[src/rtl/tick_timer_pkg.sv]
package tick_timer_pkg;
  localparam int unsigned DATA_W = 32;

  localparam int unsigned OFF_LOAD  = 'h00;
  localparam int unsigned OFF_CUR   = 'h04;
  localparam int unsigned OFF_CTRL  = 'h08;
  localparam int unsigned OFF_ACK   = 'h0C;
  localparam int unsigned OFF_STAT  = 'h10;
  localparam int unsigned OFF_GSTAT = 'hA0;
  localparam int unsigned OFF_GACK  = 'hA4;
  localparam int unsigned OFF_RAW   = 'hA8;
  localparam int unsigned OFF_ID    = 'hAC;

  // bit 2 mask, bit 1 periodic, bit 0 run
  typedef struct packed {
    logic mask;
    logic periodic;
    logic run;
  } ctrl_t;
endpackage

[src/rtl/tick_timer_regs.sv]
module tick_timer_regs
  import tick_timer_pkg::*;
#(
  parameter int unsigned ADDR_W  = 8,
  parameter int unsigned CNT_W   = 32,
  parameter logic [31:0] VERSION = 32'h5449_0102
) (
  input  logic              clk_i,
  input  logic              rst_ni,
  input  logic              psel_i,
  input  logic              penable_i,
  input  logic              pwrite_i,
  input  logic [ADDR_W-1:0] paddr_i,
  input  logic [DATA_W-1:0] pwdata_i,
  input  logic [CNT_W-1:0]  cnt_i,
  input  logic              raw_i,
  input  logic              pend_i,
  output logic [DATA_W-1:0] prdata_o,
  output ctrl_t             ctrl_o,
  output logic [CNT_W-1:0]  load_o,
  output logic              start_o,
  output logic              ack_o
);
  logic  access, wr, rd;
  ctrl_t ctrl_q, ctrl_wdata;
  logic [CNT_W-1:0] load_q;

  assign access     = psel_i & penable_i;
  assign wr         = access & pwrite_i;
  assign rd         = access & ~pwrite_i;
  assign ctrl_wdata = ctrl_t'(pwdata_i[2:0]);

  always_ff @(posedge clk_i or negedge rst_ni) begin
    if (!rst_ni) begin
      ctrl_q <= '0;
      load_q <= '0;
    end else if (wr) begin
      if (paddr_i == ADDR_W'(OFF_CTRL)) ctrl_q <= ctrl_wdata;
      if (paddr_i == ADDR_W'(OFF_LOAD)) load_q <= pwdata_i[CNT_W-1:0];
    end
  end

  assign start_o = wr & (paddr_i == ADDR_W'(OFF_CTRL)) & ctrl_wdata.run & ~ctrl_q.run;
  assign ack_o   = rd & ((paddr_i == ADDR_W'(OFF_ACK)) | (paddr_i == ADDR_W'(OFF_GACK)));
  assign ctrl_o  = ctrl_q;
  assign load_o  = load_q;

  always_comb begin
    prdata_o = '0;
    case (paddr_i)
      ADDR_W'(OFF_LOAD):  prdata_o = DATA_W'(load_q);
      ADDR_W'(OFF_CUR):   prdata_o = DATA_W'(cnt_i);
      ADDR_W'(OFF_CTRL):  prdata_o = DATA_W'(ctrl_q);
      ADDR_W'(OFF_STAT),
      ADDR_W'(OFF_GSTAT): prdata_o = DATA_W'(pend_i);
      ADDR_W'(OFF_RAW):   prdata_o = DATA_W'(raw_i);
      ADDR_W'(OFF_ID):    prdata_o = VERSION;
      default:            prdata_o = '0;
    endcase
  end
endmodule

[src/rtl/tick_timer_core.sv]
module tick_timer_core #(
  parameter int unsigned CNT_W = 32
) (
  input  logic             clk_i,
  input  logic             rst_ni,
  input  logic             run_i,
  input  logic             periodic_i,
  input  logic             start_i,
  input  logic [CNT_W-1:0] load_i,
  output logic [CNT_W-1:0] cnt_o,
  output logic [CNT_W-1:0] period_o,
  output logic             expire_o
);
  logic [CNT_W-1:0] cnt_q, period_q;
  logic             at_zero;

  assign at_zero  = (cnt_q == '0);
  assign expire_o = run_i & at_zero;

  always_ff @(posedge clk_i or negedge rst_ni) begin
    if (!rst_ni) begin
      cnt_q    <= '0;
      period_q <= '0;
    end else if (start_i) begin
      cnt_q    <= load_i;
      period_q <= load_i; // reload source frozen at launch
    end else if (run_i) begin
      if (at_zero && periodic_i) cnt_q <= period_q;
      else                       cnt_q <= cnt_q - CNT_W'(1); // wraps to all ones
    end
  end

  assign cnt_o    = cnt_q;
  assign period_o = period_q;
endmodule

[src/rtl/tick_timer_irq.sv]
module tick_timer_irq (
  input  logic clk_i,
  input  logic rst_ni,
  input  logic expire_i,
  input  logic ack_i,
  input  logic mask_i,
  output logic raw_o,
  output logic pend_o
);
  logic raw_q;

  always_ff @(posedge clk_i or negedge rst_ni) begin
    if (!rst_ni)       raw_q <= 1'b0;
    else if (expire_i) raw_q <= 1'b1;
    else if (ack_i)    raw_q <= 1'b0;
  end

  assign raw_o  = raw_q;
  assign pend_o = raw_q & ~mask_i;
endmodule

[src/rtl/tick_timer.sv]
module tick_timer
  import tick_timer_pkg::*;
#(
  parameter int unsigned ADDR_W  = 8,
  parameter int unsigned CNT_W   = 32,
  parameter logic [31:0] VERSION = 32'h5449_0102
) (
  input  logic              clk_i,
  input  logic              rst_ni,
  input  logic              psel_i,
  input  logic              penable_i,
  input  logic              pwrite_i,
  input  logic [ADDR_W-1:0] paddr_i,
  input  logic [DATA_W-1:0] pwdata_i,
  output logic [DATA_W-1:0] prdata_o,
  output logic              pready_o,
  output logic              pslverr_o,
  output logic              irq_o
);
  ctrl_t            ctrl_q;
  logic [CNT_W-1:0] load, cnt, period;
  logic             start, ack, expire, raw, pend;

  tick_timer_regs #(.ADDR_W(ADDR_W), .CNT_W(CNT_W), .VERSION(VERSION)) u_regs (
    .clk_i, .rst_ni, .psel_i, .penable_i, .pwrite_i, .paddr_i, .pwdata_i,
    .cnt_i(cnt), .raw_i(raw), .pend_i(pend), .prdata_o,
    .ctrl_o(ctrl_q), .load_o(load), .start_o(start), .ack_o(ack)
  );

  tick_timer_core #(.CNT_W(CNT_W)) u_core (
    .clk_i, .rst_ni, .run_i(ctrl_q.run), .periodic_i(ctrl_q.periodic),
    .start_i(start), .load_i(load), .cnt_o(cnt), .period_o(period), .expire_o(expire)
  );

  tick_timer_irq u_irq (
    .clk_i, .rst_ni, .expire_i(expire), .ack_i(ack), .mask_i(ctrl_q.mask),
    .raw_o(raw), .pend_o(pend)
  );

  assign irq_o     = pend;
  assign pready_o  = 1'b1;
  assign pslverr_o = 1'b0;
endmodule

[config.mk]
export PLATFORM = sky130hd
export DESIGN_NAME = tick_timer
export DESIGN_NICKNAME = d
export VERILOG_FILES = /design/src/rtl/tick_timer_pkg.sv /design/src/rtl/tick_timer_regs.sv /design/src/rtl/tick_timer_core.sv /design/src/rtl/tick_timer_irq.sv /design/src/rtl/tick_timer.sv
export SDC_FILE = /design/constraint.sdc
export NUM_CORES = 1
export LEC_CHECK = 0
export BUFFER_PORTS_ARGS = -buffer_cell sky130_fd_sc_hd__buf_2
export CAP_MARGIN = 10
export CORE_MARGIN = 4
export CORE_UTILIZATION = 35
export DETAILED_ROUTE_END_ITERATION = 8
export PLACE_DENSITY = 0.62
export SKIP_CTS_REPAIR_TIMING = 1
export SYNTH_ARGS = -nofsm -noshare
export SYNTH_HDL_FRONTEND = slang
export SYNTH_SLANG_ARGS = --single-unit
export TNS_END_PERCENT = 100
[constraint.sdc]
create_clock -name clk_i -period 7.3 [get_ports clk_i]
set_input_delay 0.73 -clock clk_i [delete_from_list [all_inputs] [get_ports clk_i]]
set_output_delay 0.73 -clock clk_i [all_outputs]
set_load 0.02 [all_outputs]
==> flow_results.xml, run 1 <==
<?xml version="1.0" encoding="UTF-8"?>
<metrics>
  <group name="outcome">
    <metric name="run_status" unit="">finished, final reports clean</metric>
  </group>
  <group name="global_routing">
    <metric name="grt_use_met2" unit="%">29.4</metric>
    <metric name="grt_start_max_net_pins" unit="">54</metric>
    <metric name="gr-total-overflow" unit="">0</metric>
    <metric name="grt_first_pass_wirelength" unit="um">26800</metric>
    <metric name="use_met1" unit="%">25.0</metric>
    <metric name="globalRouteTotalUtil" unit="%">18.4</metric>
    <metric name="number_of_global_route_vias_before_repair" unit="">4948</metric>
    <metric name="use_met3" unit="%">3.94</metric>
    <metric name="initial_antenna_violation_count" unit="">0</metric>
    <metric name="grt_most_used_layer" unit="">met2</metric>
  </group>
  <group name="min_path">
    <metric name="hold_path_class" unit="">input port to async pin</metric>
  </group>
  <group name="clock_tree">
    <metric name="sinks_on_clock_net" unit="">100</metric>
    <metric name="clkTransAtPathRegs" unit="ps">70</metric>
    <metric name="depth_of_the_cts_h_tree" unit="">3</metric>
    <metric name="cts_max_path_buffers" unit="">2</metric>
    <metric name="tritoncts_clock_tree" unit="">yes</metric>
    <metric name="clockRootBuffer" unit="">clkbuf_16</metric>
    <metric name="cts_inserted_buffers" unit="">9</metric>
    <metric name="clk-insertion-delay-late" unit="ps">350</metric>
  </group>
  <group name="pwr">
    <metric name="power.total" unit="mW">1.32</metric>
    <metric name="leakagePower" unit="nW">3.03</metric>
    <metric name="worst_ir_drop_vdd" unit="uV">108</metric>
    <metric name="power_density_over_the_cells" unit="nW/um2">202</metric>
  </group>
  <group name="synthesis">
    <metric name="synthesis.area" unit="um2">5670</metric>
    <metric name="postSynthCellCount" unit="">617</metric>
    <metric name="async_flop_share" unit="%">100</metric>
    <metric name="synthDistinctLibCells" unit="">61</metric>
    <metric name="net_count_synth" unit="">663</metric>
    <metric name="synth-seq-cells" unit="">100</metric>
    <metric name="flip_flop_cell_with_the_highest_count_after_synthesis" unit="">dfrtp_1</metric>
    <metric name="avgSynthCellArea" unit="um2">9.19</metric>
    <metric name="ys_seq_area_share" unit="%">44.2</metric>
    <metric name="post_synth_edffs" unit="">0</metric>
    <metric name="synth_area_leader_cell" unit="">dfrtp_1</metric>
    <metric name="yosys_warnings" unit="">0</metric>
    <metric name="synth_largest_type_area_fraction" unit="%">44.2</metric>
    <metric name="post_synth_main_area_contributors" unit="">dfrtp_1 44%, nand2_1 9.1%, mux2_2 7.5%</metric>
  </group>
  <group name="timing">
    <metric name="final-setup-viol-count" unit="">0</metric>
    <metric name="finalSetupTns" unit="ps">0</metric>
    <metric name="slew_headroom" unit="%">29.6</metric>
    <metric name="time_the_worst_path_needs_with_i_o_delays_and_setup" unit="ps">4090</metric>
    <metric name="grt_setup_unrepaired" unit="">no</metric>
    <metric name="clock_skew" unit="ps">7.74</metric>
    <metric name="fin_max_slew_vios" unit="">0</metric>
    <metric name="timing.fmax" unit="GHz">0.245</metric>
    <metric name="worst_slew_pin_slew" unit="ps">1050</metric>
    <metric name="fin_crit_sh" unit="%">56.0</metric>
    <metric name="finalHoldViolations" unit="">0</metric>
  </group>
  <group name="place">
    <metric name="finalWeightedCongestion" unit="">0.942</metric>
    <metric name="dpl_cell_area" unit="um2">6210</metric>
    <metric name="buffer_ports.inserted" unit="">77</metric>
    <metric name="dp_hpwl" unit="um">11200</metric>
  </group>
  <group name="finish">
    <metric name="multiInputGateArea" unit="um2">2940</metric>
    <metric name="drive_above_1_share" unit="%">22.3</metric>
    <metric name="final_design_area_no_fill" unit="um2">6550</metric>
    <metric name="layout.nets" unit="">710</metric>
    <metric name="number_of_filler_instances_in_the_final_layout" unit="">1635</metric>
    <metric name="area.sequential" unit="um2">2500</metric>
    <metric name="antennaDiodeCount" unit="">0</metric>
    <metric name="area_growth" unit="%">15.5</metric>
  </group>
  <group name="worst_setup_path">
    <metric name="regToRegStartpoint" unit="">u_core.cnt_o[7]</metric>
    <metric name="worst_setup_path_start_kind" unit="">input port</metric>
    <metric name="path_max_fanout" unit="">17</metric>
    <metric name="critical_path_arrival" unit="ps">3360</metric>
    <metric name="r2r.worst_path.cells" unit="">5</metric>
    <metric name="setup.worst_path.end_class" unit="">primary output</metric>
    <metric name="reg2reg_to" unit="">u_core.cnt_o[5]</metric>
    <metric name="r2r_slack" unit="ps">3960</metric>
    <metric name="data_required_time_at_the_worst_endpoint" unit="ps">6570</metric>
    <metric name="criticalPathCategory" unit="">input port to primary output</metric>
  </group>
  <group name="detailed_routing">
    <metric name="vias" unit="">5018</metric>
    <metric name="route.final.wire_length" unit="um">16600</metric>
    <metric name="post-route-drc-count" unit="">0</metric>
    <metric name="detail_route.vias_per_cell" unit="">5.67</metric>
    <metric name="avgRoutedWirePerCell" unit="um">18.8</metric>
    <metric name="residual_antenna_violating_net_count_after_detailed_routing" unit="">0</metric>
    <metric name="total_iterations_of_the_first_detailed_routing_run" unit="">6</metric>
    <metric name="drt_iter0_markers" unit="">524</metric>
  </group>
  <group name="die">
    <metric name="core_region_area" unit="um2">15900</metric>
    <metric name="chipWidth" unit="um">135</metric>
    <metric name="io_pins" unit="">80</metric>
    <metric name="core.rowCount" unit="">46</metric>
    <metric name="die_area" unit="um2">18300</metric>
    <metric name="initial_utilization" unit="%">35.7</metric>
    <metric name="chipHeight" unit="um">135</metric>
  </group>
  <group name="run">
    <metric name="cap_viol_max_count" unit="">0</metric>
  </group>
</metrics>
## cell type report
class | instances | area share, %
clock buffer | 10 | 3.50
clock inverter | 6 | 1.70
inverter | 8 | 0.459
multi-input combinational | 458 | 44.9
sequential | 100 | 38.2
tap | 216 | 4.13
timing repair buffer | 87 | 7.07
## cells by family (layout without fill, tap and decap cells)
kind of cell               after synthesis  after routing  share of synthesized area, %
and+or+nand+nor                        257            257                          21.7
other                                    2              2                         0.132
DFF                                    100            100                          44.2
adders and majority gates                1              1                         0.221
buffers and inverters                   59            111                          4.41
muxes                                   56             56                          10.7
xor gates and xnor gates                12             12                          1.85
AOI/OAI and AO/OA                      130            130                          16.8
## per-stage QoR
| stage | utilization [%] | cells | hold WS [ps] | worst slack (ps) |
|---|---|---|---|---|
| finish | 41.2 | 885 | 390 | 3210 |
| detailed placement | 39.1 | 869 | 449 | 3290 |
| floorplan | - | 617 | 430 | 4000 |
| CTS | 41.2 | 885 | 417 | 3280 |
| global placement | 39.1 | 869 | 444 | 3490 |
| global route | 41.2 | 885 | 436 | 3030 |
## cell usage in the layout, fill, tap and decap left out, drive strengths merged, types with 7 or more instances in the layout
cell type,n
a22o,22
buf,87
mux2i,18
nor2,24
o211ai,9
or4,11
nand3,11
a21oi,16
mux2,38
nor3,14
a221o,8
and3,9
nor4,16
o21ai,22
o22ai,8
dfrtp,100
inv,8
clkbuf,10
nand2,137
nand4,8
xnor2,7
## power by group
part / internal, mW / total (mW) / switching (mW)
clock: 0.336 / 0.546 / 0.210
combinational: 0.0629 / 0.132 / 0.0692
sequential: 0.584 / 0.646 / 0.0618
total: 0.983 / 1.32 / 0.341
## synthesized netlist by cell type, types with 10 or more instances
| cell type | instances |
|---|---|
| nand2_1 | 137 |
| dfrtp_1 | 100 |
| clkbuf_1 | 40 |
| mux2_2 | 38 |
| nor2_1 | 24 |
| a22o_1 | 22 |
| o21ai_0 | 22 |
| mux2i_1 | 18 |
| a21oi_1 | 16 |
| nor4_1 | 15 |
| nor3_1 | 14 |
| nand3_1 | 11 |
| or4_1 | 10 |
## registers in the layout, summed over array words and instances, names as in the netlist
| name | count |
|---|---|
| u_core.cnt_o | 32 |
| u_core.period_o | 32 |
| u_irq.raw_o | 1 |
| u_regs.ctrl_o | 3 |
| u_regs.load_o | 32 |
## how the worst max path moves through the flow
stage	depth (start not counted)	from	slack, ps	endpoint
after detailed placement	7	paddr_i[1]	3290	prdata_o[28]
final	7	paddr_i[1]	3210	prdata_o[28]
after global routing	7	paddr_i[1]	3030	prdata_o[29]
after global placement	7	paddr_i[1]	3490	prdata_o[8]
after floorplan	6	paddr_i[1]	4000	prdata_o[11]
after CTS	7	paddr_i[1]	3280	prdata_o[28]
## metal layers
layer | share of wire, % | routed length (um)
met5 | 0 | 0
met4 | 2.0 | 329
met3 | 7.1 | 1170
met2 | 46 | 7700
met1 | 45 | 7400
## worst max-delay path: stages
cell	delay [ps]
buf_2	100
nor4_1	830
nand2_1	350
nor2_2	620
buf_4	370
a221o_1	180
buf_2	160
(Power assumes the default switching activity.)
==> run 2: changes to the inputs <==
--- a/config.mk
+++ b/config.mk
@@ -10,7 +10,7 @@
 export CORE_MARGIN = 4
 export CORE_UTILIZATION = 35
 export DETAILED_ROUTE_END_ITERATION = 8
-export PLACE_DENSITY = 0.62
+export PLACE_DENSITY = 0.64
 export SKIP_CTS_REPAIR_TIMING = 1
 export SYNTH_ARGS = -nofsm -noshare
 export SYNTH_HDL_FRONTEND = slang
==> constraint.sdc (replaced) <==
create_clock -name clk_i -period 3.6 [get_ports clk_i]
set_input_delay 0.36 -clock clk_i [delete_from_list [all_inputs] [get_ports clk_i]]
set_output_delay 0.36 -clock clk_i [all_outputs]
set_load 0.02 [all_outputs]
==> flow_results.xml, run 2 (synthesis gave the netlist of run 1 again) <==
<?xml version="1.0" encoding="UTF-8"?>
<metrics>
  <group name="timing">
    <metric name="timing.fmax" unit="GHz">0.317</metric>
    <metric name="final-setup-viol-count" unit="">0</metric>
    <metric name="fin_crit_sh" unit="%">87.7</metric>
    <metric name="time_the_worst_path_needs_with_i_o_delays_and_setup" unit="ps">3160</metric>
    <metric name="slew_headroom" unit="%">58.7</metric>
    <metric name="finalHoldViolations" unit="">0</metric>
    <metric name="grt_setup_unrepaired" unit="">no</metric>
    <metric name="clock_skew" unit="ps">7.51</metric>
    <metric name="worst_slew_pin_slew" unit="ps">618</metric>
    <metric name="fin_max_slew_vios" unit="">0</metric>
    <metric name="finalSetupTns" unit="ps">0</metric>
  </group>
  <group name="worst_setup_path">
    <metric name="criticalPathCategory" unit="">flop to flop</metric>
    <metric name="critical_path_arrival" unit="ps">3410</metric>
    <metric name="reg2reg_to" unit="">u_core.cnt_o[13]</metric>
    <metric name="regToRegStartpoint" unit="">u_core.cnt_o[7]</metric>
    <metric name="r2r.worst_path.cells" unit="">5</metric>
    <metric name="worst_setup_path_start_kind" unit="">flop</metric>
    <metric name="data_required_time_at_the_worst_endpoint" unit="ps">3850</metric>
    <metric name="path_max_fanout" unit="">19</metric>
    <metric name="r2r_slack" unit="ps">440</metric>
    <metric name="setup.worst_path.end_class" unit="">flop</metric>
  </group>
  <group name="die">
    <metric name="core.rowCount" unit="">46</metric>
    <metric name="chipHeight" unit="um">135</metric>
    <metric name="initial_utilization" unit="%">35.7</metric>
    <metric name="die_area" unit="um2">18300</metric>
    <metric name="io_pins" unit="">80</metric>
    <metric name="core_region_area" unit="um2">15900</metric>
    <metric name="chipWidth" unit="um">135</metric>
  </group>
  <group name="place">
    <metric name="finalWeightedCongestion" unit="">0.907</metric>
    <metric name="dp_hpwl" unit="um">11800</metric>
    <metric name="buffer_ports.inserted" unit="">77</metric>
    <metric name="dp_cells" unit="">886</metric>
  </group>
  <group name="global_routing">
    <metric name="globalRouteTotalUtil" unit="%">19.1</metric>
    <metric name="gr-total-overflow" unit="">0</metric>
    <metric name="initial_antenna_violation_count" unit="">0</metric>
    <metric name="number_of_global_route_vias_before_repair" unit="">5034</metric>
    <metric name="grt_start_max_net_pins" unit="">101</metric>
    <metric name="grt_first_pass_wirelength" unit="um">27700</metric>
  </group>
  <group name="detailed_routing">
    <metric name="total_iterations_of_the_first_detailed_routing_run" unit="">5</metric>
    <metric name="vias" unit="">5067</metric>
    <metric name="detail_route.vias_per_cell" unit="">5.62</metric>
    <metric name="route.final.wire_length" unit="um">17100</metric>
    <metric name="avgRoutedWirePerCell" unit="um">18.9</metric>
    <metric name="drt_iter0_markers" unit="">374</metric>
    <metric name="post-route-drc-count" unit="">0</metric>
    <metric name="residual_antenna_violating_net_count_after_detailed_routing" unit="">0</metric>
  </group>
  <group name="finish">
    <metric name="area.sequential" unit="um2">2500</metric>
    <metric name="area_growth" unit="%">16.9</metric>
    <metric name="layout.nets" unit="">727</metric>
    <metric name="number_of_filler_instances_in_the_final_layout" unit="">1643</metric>
    <metric name="most_frequent_cells_in_the_layout" unit="">137 x nand2_1, 100 x dfrtp_1, 76 x buf_2</metric>
    <metric name="multiInputGateArea" unit="um2">2930</metric>
    <metric name="layout.cells.most_common" unit="">nand2_1</metric>
    <metric name="drive_above_1_share" unit="%">24.1</metric>
    <metric name="antennaDiodeCount" unit="">0</metric>
    <metric name="finish.cell_count_without_fillers" unit="">902</metric>
  </group>
  <group name="outcome">
    <metric name="run_status" unit="">finished, final reports clean</metric>
  </group>
  <group name="pwr">
    <metric name="worst_ir_drop_vdd" unit="uV">246</metric>
    <metric name="leakagePower" unit="nW">3.09</metric>
    <metric name="power_density_over_the_cells" unit="nW/um2">387</metric>
  </group>
  <group name="clock_tree">
    <metric name="clockRootBuffer" unit="">clkbuf_16</metric>
    <metric name="cts_inserted_buffers" unit="">9</metric>
    <metric name="cts_max_path_buffers" unit="">2</metric>
    <metric name="clkTransAtPathRegs" unit="ps">70</metric>
    <metric name="tritoncts_clock_tree" unit="">yes</metric>
    <metric name="sinks_on_clock_net" unit="">100</metric>
    <metric name="depth_of_the_cts_h_tree" unit="">3</metric>
    <metric name="clk-insertion-delay-late" unit="ps">360</metric>
  </group>
  <group name="run">
    <metric name="cap_viol_max_count" unit="">0</metric>
  </group>
  <group name="min_path">
    <metric name="hold_path_class" unit="">input port to async pin</metric>
  </group>
</metrics>
[run 2: changes by cell type in the layout (fill, tap and decap cells not counted), sizes merged]
cell,before,now
clkinvlp,1,0
bufinv,3,1
inv,8,7
clkbuf,10,12
buf,87,104
clkinv,2,4
[run 2: worst max-delay path, stage by stage, from the launching register on]
cell     delay [ps]
dfrtp_1         470
or4_1           650
or4_1           620
or4_4           700
or3_1           350
a32o_1          240
[run 2: layer usage]
layer  GRT usage (%)  wire length (um)  up-vias
met1            27.3              7900     2485
met4            6.89               326        0
met2            29.0              7750      180
met5               0                 0        -
li1                -                 -     2380
met3            3.57              1100       22
[run 2: layout make-up]
cell class	count	area share (%)
Timing Repair Buffer	104	9.10
Multi-Input combinational cell	458	44.2
Sequential cell	100	37.8
Clock inverter	4	0.736
Tap cell	216	4.08
Inverter	8	0.453
Clock buffer	12	3.72
[run 2: how the worst max path moves through the flow]
stage	from	to	slack, ps	depth (start not counted)
after global placement	u_core.cnt_o[7]	u_core.cnt_o[13]	510	5
after CTS	u_core.cnt_o[7]	u_core.cnt_o[13]	460	5
after floorplan	u_core.cnt_o[7]	u_core.cnt_o[13]	660	9
final	u_core.cnt_o[7]	u_core.cnt_o[13]	440	5
after detailed placement	u_core.cnt_o[7]	u_core.cnt_o[13]	460	5
after global routing	u_core.cnt_o[7]	u_core.cnt_o[13]	350	5
[run 2: stage by stage]
step | utilization, % | hold WS [ps] | setup WS, ps | power [mW] | cell area, um2
finish | 41.7 | 63.0 | 443 | 2.57 | 6630
global route | 41.7 | 107 | 351 | 2.69 | 6630
CTS | 41.7 | 80.8 | 457 | 2.59 | 6630
detailed placement | 39.9 | 451 | 463 | 1.60 | 6330
global placement | 39.9 | 444 | 506 | 1.59 | 6330
floorplan | - | 64.4 | 656 | 1.47 | 5670
[run 2: power breakdown]
group	internal (mW)	total, mW	switching (mW)
Sequential	1.19	1.30	0.111
Combinational	0.136	0.286	0.150
Clock	0.557	0.984	0.427
==> run 3: changes to the inputs <==
--- a/config.mk
+++ b/config.mk
@@ -7,6 +7,7 @@
 export LEC_CHECK = 0
 export BUFFER_PORTS_ARGS = -buffer_cell sky130_fd_sc_hd__buf_2
 export CAP_MARGIN = 10
+export CORE_ASPECT_RATIO = 0.7
 export CORE_MARGIN = 4
 export CORE_UTILIZATION = 35
 export DETAILED_ROUTE_END_ITERATION = 8
==> flow_results.xml, run 3 (synthesis gave the netlist of run 1 again) <==
<?xml version="1.0" encoding="UTF-8"?>
<metrics>
  <group name="detailed_routing">
    <metric name="post-route-drc-count" unit="">0</metric>
    <metric name="drt_iter0_markers" unit="">573</metric>
    <metric name="total_iterations_of_the_first_detailed_routing_run" unit="">5</metric>
    <metric name="detail_route.vias_per_cell" unit="">5.84</metric>
    <metric name="avgRoutedWirePerCell" unit="um">20.2</metric>
    <metric name="vias" unit="">5153</metric>
    <metric name="route.final.wire_length" unit="um">17800</metric>
    <metric name="residual_antenna_violating_net_count_after_detailed_routing" unit="">0</metric>
  </group>
  <group name="finish">
    <metric name="area_growth" unit="%">15.9</metric>
    <metric name="finish.cell_count_without_fillers" unit="">882</metric>
    <metric name="finalCoreUtilization" unit="%">41.9</metric>
    <metric name="antennaDiodeCount" unit="">0</metric>
    <metric name="layout.cells.most_common" unit="">nand2_1</metric>
    <metric name="layout.nets" unit="">724</metric>
    <metric name="number_of_filler_instances_in_the_final_layout" unit="">1576</metric>
    <metric name="most_frequent_cells_in_the_layout" unit="">137 x nand2_1, 100 x dfrtp_1, 76 x buf_2</metric>
    <metric name="drive_above_1_share" unit="%">23.8</metric>
  </group>
  <group name="place">
    <metric name="dp_hpwl" unit="um">12400</metric>
    <metric name="buffer_ports.inserted" unit="">77</metric>
    <metric name="finalWeightedCongestion" unit="">0.909</metric>
    <metric name="dp_cells" unit="">867</metric>
  </group>
  <group name="worst_setup_path">
    <metric name="crit_chain" unit="">or4_1, or4_1, or4_4, or3_1, a32o_1</metric>
    <metric name="path_max_fanout" unit="">19</metric>
    <metric name="critPathMaxStageDelay" unit="ps">670</metric>
    <metric name="most_common_cell_on_crit_path" unit="">or4_1</metric>
    <metric name="cpMaxStageDelayCell" unit="">or4_1</metric>
    <metric name="setup.worst_path.end_class" unit="">flop</metric>
    <metric name="criticalPathCategory" unit="">flop to flop</metric>
    <metric name="data_required_time_at_the_worst_endpoint" unit="ps">3840</metric>
    <metric name="worst_setup_path_start_kind" unit="">flop</metric>
    <metric name="critical_path_arrival" unit="ps">3230</metric>
  </group>
  <group name="run">
    <metric name="cap_viol_max_count" unit="">0</metric>
  </group>
  <group name="min_path">
    <metric name="hold_path_class" unit="">input port to async pin</metric>
  </group>
  <group name="global_routing">
    <metric name="number_of_global_route_vias_before_repair" unit="">4990</metric>
    <metric name="grt_start_max_net_pins" unit="">80</metric>
    <metric name="initial_antenna_violation_count" unit="">0</metric>
    <metric name="gr-total-overflow" unit="">0</metric>
    <metric name="globalRouteTotalUtil" unit="%">19.5</metric>
    <metric name="grt_first_pass_wirelength" unit="um">28400</metric>
  </group>
  <group name="clock_tree">
    <metric name="depth_of_the_cts_h_tree" unit="">3</metric>
    <metric name="cts_max_path_buffers" unit="">2</metric>
    <metric name="cts_inserted_buffers" unit="">9</metric>
    <metric name="tritoncts_clock_tree" unit="">yes</metric>
    <metric name="clkTransAtPathRegs" unit="ps">70</metric>
    <metric name="clockRootBuffer" unit="">clkbuf_16</metric>
    <metric name="clk-insertion-delay-late" unit="ps">350</metric>
    <metric name="sinks_on_clock_net" unit="">100</metric>
  </group>
  <group name="timing">
    <metric name="final-setup-viol-count" unit="">0</metric>
    <metric name="finalSetupTns" unit="ps">0</metric>
    <metric name="clock_skew" unit="ps">11.0</metric>
    <metric name="time_the_worst_path_needs_with_i_o_delays_and_setup" unit="ps">2990</metric>
    <metric name="fin_max_slew_vios" unit="">0</metric>
    <metric name="timing.fmax" unit="GHz">0.334</metric>
    <metric name="slew_headroom" unit="%">28.9</metric>
    <metric name="worst_slew_pin_slew" unit="ps">1070</metric>
    <metric name="fin_crit_sh" unit="%">83.2</metric>
    <metric name="grt_setup_unrepaired" unit="">no</metric>
    <metric name="finalHoldViolations" unit="">0</metric>
  </group>
  <group name="pwr">
    <metric name="leakagePower" unit="nW">3.06</metric>
    <metric name="worst_ir_drop_vdd" unit="uV">195</metric>
    <metric name="power_density_over_the_cells" unit="nW/um2">391</metric>
  </group>
  <group name="die">
    <metric name="initial_utilization" unit="%">36.1</metric>
    <metric name="core_region_area" unit="um2">15700</metric>
    <metric name="core.rowCount" unit="">38</metric>
    <metric name="die_area" unit="um2">18300</metric>
    <metric name="io_pins" unit="">80</metric>
    <metric name="chipHeight" unit="um">114</metric>
    <metric name="chipWidth" unit="um">160</metric>
  </group>
  <group name="outcome">
    <metric name="run_status" unit="">finished, final reports clean</metric>
  </group>
</metrics>
run 3: area by class of cell:
type	instances	area [um2]	share of cell area [%]
clock inverters	4	50.0	0.762
clock buffers	11	243	3.69
well taps	200	250	3.81
flip-flops and latches	100	2500	38.1
multi-input cells	458	2930	44.5
inverters	8	30.0	0.457
repair buffers	101	568	8.65
run 3: stage by stage:
step	total power, mW	hold slack, ps	area (um2)	setup WS (ps)
after floorplan	1.47	64.4	5670	656
after global placement	1.59	445	6280	670
after detailed placement	1.61	447	6280	648
after CTS	2.58	216	6570	636
after global routing	2.68	234	6570	505
final	2.57	160	6570	605
run 3: final timing paths:
path	slack, ps	cells past startpoint	from	to
max in group asynchronous	2570	2	rst_ni	u_core.cnt_o[31]
min in group clk_i	220	3	pwdata_i[25]	u_regs.load_o[25]
min	160	1	rst_ni	u_regs.load_o[30]
min reg2reg	460	2	u_core.period_o[1]	u_core.period_o[1]
max reg2reg	610	5	u_core.cnt_o[7]	u_core.cnt_o[13]
max	610	5	u_core.cnt_o[7]	u_core.cnt_o[13]
run 3: critical path: cells and delay by family (launching register included):
family | cells | cell delay, ps
and+or+nand+nor | 4 | 2170
DFF | 1 | 460
AOI/OAI and AO/OA | 1 | 240
run 3: where the power goes:
part	switching (mW)	internal [mW]	leakage [nW]	total, mW
registers	0.126	1.18	1.27	1.31
logic	0.150	0.131	1.65	0.281
clock network	0.425	0.553	0.138	0.978
total	0.700	1.87	3.06	2.57
run 3: metal layers:
metal | global-route usage (%) | part of all wire [%] | up-vias
li1 | - | - | 2375
met1 | 28.9 | 47 | 2537
met2 | 29.6 | 44 | 218
met3 | 3.63 | 8.0 | 23
met4 | 4.87 | 1.3 | 0
met5 | 0 | 0 | -
